File: src/rtl/zt_sram_pkg.sv
package zt_sram_pkg;

  typedef enum logic [1:0] {
    OP_IDLE  = 2'd0,
    OP_READ  = 2'd1,
    OP_WRITE = 2'd2
  } op_e;

  // low two address bits for a burst beat
  function automatic logic [1:0] burst_lo(input logic [1:0] base,
                                          input logic [1:0] beat,
                                          input logic       ilv);
    return ilv ? (base ^ beat) : (base + beat);
  endfunction

endpackage

File: src/rtl/zt_burst_ctrl.sv
module zt_burst_ctrl
  import zt_sram_pkg::*;
#(
  parameter int ADDR_W = 6
) (
  input  logic              clk,
  input  logic              rst,
  input  logic              clk_en,
  input  logic              sleep,
  input  logic              adv_ld,
  input  logic              sel_ok,
  input  logic              wr_req,
  input  logic              mode_ilv,
  input  logic [ADDR_W-1:0] addr,
  output op_e               op_d,
  output op_e               op_q,
  output logic [ADDR_W-1:0] eff_d
);

  logic [ADDR_W-1:0] base_q, base_d;
  logic [1:0]        beat_q, beat_d;

  always_comb begin
    op_d   = op_q;
    base_d = base_q;
    beat_d = beat_q;
    if (sleep) begin
      op_d = OP_IDLE;
    end else if (!adv_ld) begin
      base_d = addr;
      beat_d = 2'd0;
      if (sel_ok) op_d = wr_req ? OP_WRITE : OP_READ;
      else        op_d = OP_IDLE;
    end else if (op_q != OP_IDLE) begin
      beat_d = beat_q + 2'd1;
    end
  end

  assign eff_d = {base_d[ADDR_W-1:2], burst_lo(base_d[1:0], beat_d, mode_ilv)};

  always_ff @(posedge clk) begin
    if (rst) begin
      op_q   <= OP_IDLE;
      base_q <= '0;
      beat_q <= '0;
    end else if (clk_en) begin
      op_q   <= op_d;
      base_q <= base_d;
      beat_q <= beat_d;
    end
  end

  // a stalled edge leaves the burst state untouched
  p_stall_hold_r9: assert property (@(posedge clk) disable iff (rst)
    !clk_en |=> $stable(op_q) && $stable(beat_q) && $stable(base_q));

  // a load with any select inactive becomes a deselect
  p_desel_r8: assert property (@(posedge clk) disable iff (rst)
    clk_en && !sleep && !adv_ld && !sel_ok |=> op_q == OP_IDLE);

  // sleep captures only deselects
  p_sleep_idle_r11: assert property (@(posedge clk) disable iff (rst)
    clk_en && sleep |=> op_q == OP_IDLE);

  // an advance in an active burst steps the beat count, wrapping mod 4
  p_beat_step_r3: assert property (@(posedge clk) disable iff (rst)
    clk_en && !sleep && adv_ld && op_q != OP_IDLE |=> beat_q == $past(beat_q) + 2'd1);

endmodule

File: src/rtl/zt_write_pipe.sv
module zt_write_pipe #(
  parameter int ADDR_W = 6,
  parameter int BYTES  = 4
) (
  input  logic              clk,
  input  logic              rst,
  input  logic              clk_en,
  input  logic              load_wr,
  input  logic [ADDR_W-1:0] addr_d,
  input  logic [BYTES-1:0]  mask_d,
  output logic              pend_q,
  output logic              commit,
  output logic [ADDR_W-1:0] waddr,
  output logic [BYTES-1:0]  wmask
);

  always_ff @(posedge clk) begin
    if (rst) begin
      pend_q <= 1'b0;
      waddr  <= '0;
      wmask  <= '0;
    end else if (clk_en) begin
      pend_q <= load_wr;
      waddr  <= addr_d;
      wmask  <= mask_d;
    end
  end

  assign commit = clk_en & pend_q;

  // a write command always leaves a pending data phase behind it
  p_pend_follows_r2: assert property (@(posedge clk) disable iff (rst)
    clk_en && load_wr |=> pend_q && waddr == $past(addr_d));

endmodule

File: src/rtl/zt_mem_array.sv
module zt_mem_array #(
  parameter int ADDR_W = 6,
  parameter int BYTES  = 4,
  parameter int BYTE_W = 8
) (
  input  logic                    clk,
  input  logic                    en,
  input  logic [BYTES-1:0]        we,
  input  logic [ADDR_W-1:0]       waddr,
  input  logic [BYTES*BYTE_W-1:0] wdata,
  input  logic [ADDR_W-1:0]       raddr,
  output logic [BYTES*BYTE_W-1:0] rdata
);

  localparam int DEPTH  = 1 << ADDR_W;
  localparam int DATA_W = BYTES * BYTE_W;

  logic [DATA_W-1:0] mem [DEPTH];

  // read-first single clock RAM with byte enables
  always_ff @(posedge clk) begin
    if (en) begin
      for (int b = 0; b < BYTES; b++) begin
        if (we[b]) mem[waddr][b*BYTE_W +: BYTE_W] <= wdata[b*BYTE_W +: BYTE_W];
      end
      rdata <= mem[raddr];
    end
  end

endmodule

File: src/rtl/zt_burst_sram.sv
module zt_burst_sram
  import zt_sram_pkg::*;
#(
  parameter int ADDR_W = 6,
  parameter int BYTES  = 4,
  parameter int BYTE_W = 8
) (
  input  logic                    clk,
  input  logic                    rst,
  input  logic                    clk_en,
  input  logic [ADDR_W-1:0]       addr,
  input  logic                    sel0_n,
  input  logic                    sel1,
  input  logic                    sel2_n,
  input  logic                    wr_en,
  input  logic [BYTES-1:0]        byte_en,
  input  logic                    adv_ld,
  input  logic                    mode_ilv,
  input  logic                    sleep,
  input  logic                    oe,
  input  logic [BYTES*BYTE_W-1:0] din,
  output logic [BYTES*BYTE_W-1:0] dout,
  output logic                    dout_oe
);

  localparam int DATA_W = BYTES * BYTE_W;

  op_e               op_d, op_q;
  logic [ADDR_W-1:0] eff_d, waddr;
  logic [BYTES-1:0]  wmask, byp_mask_q;
  logic              pend_q, commit, sel_ok, byp_q;
  logic [DATA_W-1:0] ram_q, byp_data_q;

  assign sel_ok = !sel0_n && sel1 && !sel2_n;

  zt_burst_ctrl #(.ADDR_W(ADDR_W)) u_ctrl (
    .clk(clk), .rst(rst), .clk_en(clk_en), .sleep(sleep), .adv_ld(adv_ld),
    .sel_ok(sel_ok), .wr_req(wr_en), .mode_ilv(mode_ilv), .addr(addr),
    .op_d(op_d), .op_q(op_q), .eff_d(eff_d)
  );

  zt_write_pipe #(.ADDR_W(ADDR_W), .BYTES(BYTES)) u_wpipe (
    .clk(clk), .rst(rst), .clk_en(clk_en), .load_wr(op_d == OP_WRITE),
    .addr_d(eff_d), .mask_d(byte_en), .pend_q(pend_q), .commit(commit),
    .waddr(waddr), .wmask(wmask)
  );

  zt_mem_array #(.ADDR_W(ADDR_W), .BYTES(BYTES), .BYTE_W(BYTE_W)) u_mem (
    .clk(clk), .en(clk_en), .we(wmask & {BYTES{commit}}), .waddr(waddr),
    .wdata(din), .raddr(eff_d), .rdata(ram_q)
  );

  // bypass for a read captured on the edge that commits the same word
  always_ff @(posedge clk) begin
    if (rst) begin
      byp_q      <= 1'b0;
      byp_mask_q <= '0;
      byp_data_q <= '0;
    end else if (clk_en) begin
      byp_q      <= commit && (op_d == OP_READ) && (eff_d == waddr);
      byp_mask_q <= wmask;
      byp_data_q <= din;
    end
  end

  for (genvar g = 0; g < BYTES; g++) begin : g_lane
    assign dout[g*BYTE_W +: BYTE_W] = (byp_q && byp_mask_q[g]) ?
                                      byp_data_q[g*BYTE_W +: BYTE_W] :
                                      ram_q[g*BYTE_W +: BYTE_W];
  end

  assign dout_oe = (op_q == OP_READ) && oe && !sleep;

  // drivers never on while write data is due on the bus
  p_no_contention_r7: assert property (@(posedge clk) disable iff (rst)
    pend_q |-> !dout_oe);

  // one cycle after reset nothing is driven and nothing is pending
  p_reset_quiet_r13: assert property (@(posedge clk)
    $past(rst) |-> !pend_q && !dout_oe);

endmodule

File: config.mk
export PLATFORM = sky130hd
export DESIGN_NAME = zt_burst_sram
export DESIGN_NICKNAME = d
export VERILOG_FILES = /design/src/rtl/zt_sram_pkg.sv /design/src/rtl/zt_burst_ctrl.sv /design/src/rtl/zt_write_pipe.sv /design/src/rtl/zt_mem_array.sv /design/src/rtl/zt_burst_sram.sv
export SDC_FILE = /design/constraint.sdc
export NUM_CORES = 2
export LEC_CHECK = 0
export BUFFER_PORTS_ARGS = -buffer_cell sky130_fd_sc_hd__buf_2
export CAP_MARGIN = 20
export CELL_PAD_IN_SITES_DETAIL_PLACEMENT = 1
export CELL_PAD_IN_SITES_GLOBAL_PLACEMENT = 2
export CORE_MARGIN = 1
export CORE_UTILIZATION = 38
export DETAILED_ROUTE_END_ITERATION = 16
export PLACE_DENSITY_LB_ADDON = 0.1
export SLEW_MARGIN = 20
export SYNTH_ARGS = -nofsm -noshare
export SYNTH_HDL_FRONTEND = slang
export SYNTH_HIERARCHICAL = 1
export SYNTH_SLANG_ARGS = --single-unit
File: constraint.sdc
create_clock -name clk -period 5.7 [get_ports clk]
set_input_delay 1.425 -clock clk [delete_from_list [all_inputs] [get_ports clk]]
set_output_delay 1.425 -clock clk [all_outputs]
set_load 0.05 [all_outputs]
-- Word level (Yosys, flattened, before mapping)
Memories as Yosys holds them, arrays and structs flattened. A register that Yosys moved wholly into a read port is not among the register bits.
Cells that the tools add are included.
- $add $sub $neg: 2
- eq/ne operators: 4
- mux-type cells: 26
- bitwise gates (word level): 3
- reduce and logical (&&, ||, !) cells: 14
- operators by type and width (operator ; number):
    $mux 8 ; 4
    $mux 2 ; 8
    $mux 1 ; 12
    $mux 6 ; 2
    $logic_and 1x1->1 ; 10
    $eq 6x6->1 ; 1
    $and 4x4->4 ; 1
    $eq 2x1->1 const B ; 2
    $logic_not 1->1 ; 3
    $add 2x1->2 const B ; 1
    $add 2x2->2 ; 1
    $eq 2x2->1 const B ; 1
    $reduce_bool 2->1 ; 1
    $xor 2x2->2 ; 1
    $and 1x1->1 ; 1
- bits in registers: 58
- memory bits (writable): 2048
- input port bits: 53
- output and inout port bits: 33
- word-level logic and storage cells: 59
- memories kept: 1
- memory list (name ; depth ; bits a word ; read ports ; clocked after Yosys merged registers in ; wr ports ; line ; RTL):
    u_mem.mem ; 64 ; 32 ; 1 ; 1 ; 1 ; zt_mem_array.sv:18 ; logic [DATA_W-1:0] mem [DEPTH];

-- Logic depth before layout (Yosys ltp)
- depth in word-level cells: 9
- mapped depth: 17

-- Hierarchy
The synthesis kept the hierarchy.
- modules (own cells, without submodules) (module ; instances ; cells an instance ; area an instance (um2) ; sequential area each (um2)):
    zt_mem_array ; 1 ; 3576 ; 80091.8 ; 62459.9
    zt_burst_sram ; 1 ; 172 ; 2013.2 ; 740.7
    zt_burst_ctrl ; 1 ; 81 ; 616.8 ; 200.2
    zt_write_pipe ; 1 ; 36 ; 394.1 ; 220.2

-- Worst setup path after synthesis
Ideal clock, no wire load.
- kind: input-to-reg
- start: in adv_ld
- end: reg u_mem.rdata[28] (read register of u_mem.mem) (data pin)
- data arrival time: 4228 ps
- required time: 5444 ps
- setup slack: 1216 ps
- stages on the path: 11
- path buffers: 2
- cells stage by stage: nor2_2 mux2_2 ha_1 nand2b_1 xnor2_1 buf_2 clkbuf_1 mux4_2 mux4_2 o22ai_1 nor2_1
- word-level cells in the longest chain between the ends: 4
- elaborated cells between the ends (all ways): 7
- those cells by class: add/sub: 1; mux: 5; bitwise: 1
- RTL lines (what ; line ; RTL):
    start, declared ; zt_burst_sram.sv:17 ; input logic adv_ld,
    $mux 6 ; zt_burst_ctrl.sv:29 ; end else if (!adv_ld) begin
    $mux 6 ; zt_burst_ctrl.sv:27 ; if (sleep) begin
    named net u_ctrl.base_d[0] ; zt_burst_ctrl.sv:20 ; logic [ADDR_W-1:0] base_q, base_d;
    $add 2x2->2 ; zt_sram_pkg.sv:13 ; return ilv ? (base ^ beat) : (base + beat);
    $mux 2 ; zt_sram_pkg.sv:13 ;
    named net eff_d[1] ; zt_burst_sram.sv:29 ; logic [ADDR_W-1:0] eff_d, waddr;
    end, declared ; zt_mem_array.sv:12 ; output logic [BYTES*BYTE_W-1:0] rdata
The timed path passes the listed nets, and every way through them passes these cells.
A chain may end at the register's enable or synchronous reset.

-- Final worst setup path
- start: in adv_ld
- end: reg u_mem.rdata[13] (read register of u_mem.mem) (data pin)
- word-level cells in the longest chain between the ends: 4
- elaborated cells between the ends (all ways): 7
- those cells by class: add/sub: 1; mux: 5; bitwise: 1
- RTL lines (what ; line):
    $mux 6 * ; zt_burst_ctrl.sv:29
    $mux 6 * ; zt_burst_ctrl.sv:27
    named net u_ctrl.base_d[0] ; zt_burst_ctrl.sv:20
    $add 2x2->2 or $xor 2x2->2 (tied branches) ; zt_sram_pkg.sv:13
    $mux 2 * ; zt_sram_pkg.sv:13
    named net eff_d[0] ; zt_burst_sram.sv:29
Mark *: on every way through the listed nets, which the timed path passes. The rest lies on a longest branch.

==> impl_metrics.env <==
export IMPL_outcome="completed"
export IMPL_syn_nets=3919
export IMPL_synthCells=3865
export IMPL_clockRootBuffer="clkbuf_16"
export IMPL_fin_ws_ns=1.25
export IMPL_synth_xor_area_frac=0.000843
export IMPL_tightest_slew_ns=1.21
export IMPL_crit_fanout=24
export IMPL_hold_class="register to register"
export IMPL_dp_cells=6821
export IMPL_htreeDepth=4
export IMPL_portBuffers=85
export IMPL_dieArea_um2=221000
export IMPL_leakage_nw=29.3
export IMPL_crit_type="primary input to register"
export IMPL_ys_top_cells_by_count="edfxtp_1 (2080), mux4_2 (543), nor2_1 (331)"
export IMPL_crit_path_start_kind="primary input"
export IMPL_dp_slack_ns=0.410
export IMPL_yosys_cell_types_count=53
export IMPL_setup_tns_ns=0
export IMPL_power_total_mw=33.9
export IMPL_yosys_warnings=6
export IMPL_rows=171
export IMPL_rsz0062_at_grt="no"
export IMPL_cts_buffers=225
export IMPL_cts_buffer_depth=3
export IMPL_die_width_um=470
export IMPL_core_um2=217000
export IMPL_end_kind="register"
export IMPL_synth_area_leaders="edfxtp_1 (75%), mux4_2 (15%), mux2i_1 (1.5%), nor2_1 (1.5%), dfxtp_1 (1.4%)"
export IMPL_grt_ovfl_total=0
export IMPL_postCtsSetupRepairBufs=0
export IMPL_synthArstFlopShare=0
export IMPL_clk_pin_slew_ns=0.06
export IMPL_vias=41100
export IMPL_yosysSeqAreaShare=0.765
export IMPL_ys_seq_elements=2138
export IMPL_pin_count=86
export IMPL_yosysMostFrequentCell="edfxtp_1"
export IMPL_yosys_area_share_adder=0.000151
export IMPL_period_share=0.780
export IMPL_fillerInstances=19800
export IMPL_postRouteWirelength_um=256000
export IMPL_grt_pass1_wl_um=354000
export IMPL_syn_avg_cell_area_um2=21.5
export IMPL_slew_headroom=0.191
export IMPL_drc_errors=0
export IMPL_synth_edf_count=2080
export IMPL_post_cts_resized=0
export IMPL_cp_required_ns=6.30
export IMPL_wl_per_cell_um=35.3
export IMPL_syn_area_um2=83100
export IMPL_initial_core_util=0.383
export IMPL_p_per_area_nw_per_um2=355
export IMPL_yosys_area_share_simple=0.0273
export IMPL_gp_congestion=0.806
export IMPL_fin_cells=7249
export IMPL_grt_pass1_vias=42700
export IMPL_hold_violations=0
export IMPL_layout_nets=4249
export IMPL_cts_sinks=2138
export IMPL_drtAntennaViolNets=0
export IMPL_cts_tree="built"
export IMPL_synth_compound_area_share=0.0189
export IMPL_syn_to_final_growth_pct=15.0
export IMPL_clk_latency_ns=0.88
export IMPL_avgViaCountPerCell=5.68
export IMPL_yosys_area_top_type="edfxtp_1"
export IMPL_drtPass1Iterations=6
export IMPL_layout_min_cycle_time_ns=4.45
export IMPL_drt_iter0_drc=4061
export IMPL_die_y_um=470
export IMPL_drive_above_1_share=0.293
export IMPL_slew_viol_final=0
export IMPL_dpl_hpwl_um=163000
export IMPL_postCtsHoldBufs=0
export IMPL_grt_max_degree=66
export IMPL_clock_skew_final_ns=0.0470
export IMPL_synthMuxAreaShare=0.172
export IMPL_grt_usage=0.232
export IMPL_holdWs_ns=0.491
export IMPL_synth_top_family_by_area="multiplexers"
export IMPL_vdd_ir_drop_max_v=0.000321
export IMPL_drv_cap=0
export IMPL_ys_flop_type="edfxtp_1"
export IMPL_worst_ep_arrival_time_ns=5.05
export IMPL_timing_fmax_ghz=0.225
export IMPL_antenna_found_initial=30
export IMPL_setup_viol=0
export IMPL_synth_top_area_frac=0.751
where the power goes:
part	switching, mW	internal, mW	total, mW	leakage [nW]
Clock	6.17	8.32	14.5	3.55
Sequential	0.0704	17.3	17.4	19.2
Combinational	1.29	0.770	2.06	6.55
cell usage in the layout, fill, tap and decap left out, types with 16 or more instances in the layout:
master,Yosys,routed
clkbuf_1,84,55
a21oi_1,46,46
mux4_2,543,543
nor2_1,331,322
o211ai_1,19,19
a221oi_1,16,16
nor3_1,21,21
a22oi_1,50,50
clkinv_2,0,46
o22ai_1,44,44
bufinv_16,0,23
clkbuf_16,0,226
edfxtp_1,2080,2080
buf_4,36,217
clkinv_1,0,51
buf_12,0,29
nand2_1,95,90
mux2_4,32,33
mux2i_1,126,126
buf_2,69,83
mux2_2,32,29
dfxtp_1,58,58
worst paths after layout:
path	from	to	slack (ns)	cells after the start
hold / removal	byp_data_q[18]$_SDFFE_PP0P_	byp_data_q[18]$_SDFFE_PP0P_	0.49	2
setup / recovery	adv_ld	u_mem/rdata[13]$_DFFE_PP_	1.25	12
hold reg to reg	byp_data_q[18]$_SDFFE_PP0P_	byp_data_q[18]$_SDFFE_PP0P_	0.49	2
setup reg to reg	u_ctrl/op_q[1]$_SDFFE_PP0P_	u_mem/rdata[13]$_DFFE_PP_	1.34	13
metal layers:
metal | wire, µm | global-route usage | part of all wire | vias to the layer above
li1 | - | - | - | 16800
met5 | 119 | 0.00260 | 0.00047 | -
met3 | 15800 | 0.0460 | 0.062 | 335
met2 | 123000 | 0.373 | 0.48 | 1166
met1 | 110000 | 0.322 | 0.43 | 22900
met4 | 6820 | 0.0648 | 0.027 | 16
layout make-up:
cell class | instances | area [µm²] | share of cell area
Clock buffer | 281 | 5860 | 0.0613
Sequential cell | 2138 | 63600 | 0.666
Clock inverter | 138 | 1390 | 0.0146
Inverter | 2 | 7.51 | 0.0000786
Timing Repair Buffer | 333 | 2710 | 0.0284
Tap cell | 2854 | 3570 | 0.0374
Multi-Input combinational cell | 1495 | 18400 | 0.192
Antenna cell | 8 | 20.0 | 0.000210
through the flow:
step           utilization  instance area (µm²)
2_1_floorplan            -                83100
3_3_place_gp         0.406                88200
3_5_place_dp         0.406                88200
4_1_cts              0.440                95500
5_1_grt              0.440                95500
6_report             0.440                95600
sequential cells by signal (all words and copies together), names as in the netlist:
signal	count
u_mem/mem	2048
byp_data_q	32
u_mem/rdata	32
u_ctrl/base_q	6
u_wpipe/waddr	6
byp_mask_q	4
u_wpipe/wmask	4
u_ctrl/beat_q	2
u_ctrl/op_q	2
byp_q	1
u_wpipe/pend_q	1
critical path: stages:
cell and delay (ns):
buf_2 0.19, nor2_2 0.16, mux2_2 0.37, ha_4 0.45, buf_12 0.25, buf_12 0.27, buf_12 0.20, mux4_2 0.51
mux2i_1 0.37, nor2_1 0.13, a21oi_1 0.49, a31oi_1 0.15
cell families (layout without fill, tap and decap cells):
logic type                 Yosys count  count (layout)
DFF                               2138            2138
muxes                              733             733
and+or+nand+nor                    525             525
buffers and inverters              232             754
AOI/OAI and AO/OA                  228             228
xor gates and xnor gates             8               8
adders and majority gates            1               1
other                                0               8
Note: power is estimated with default switching activity, not from simulation.
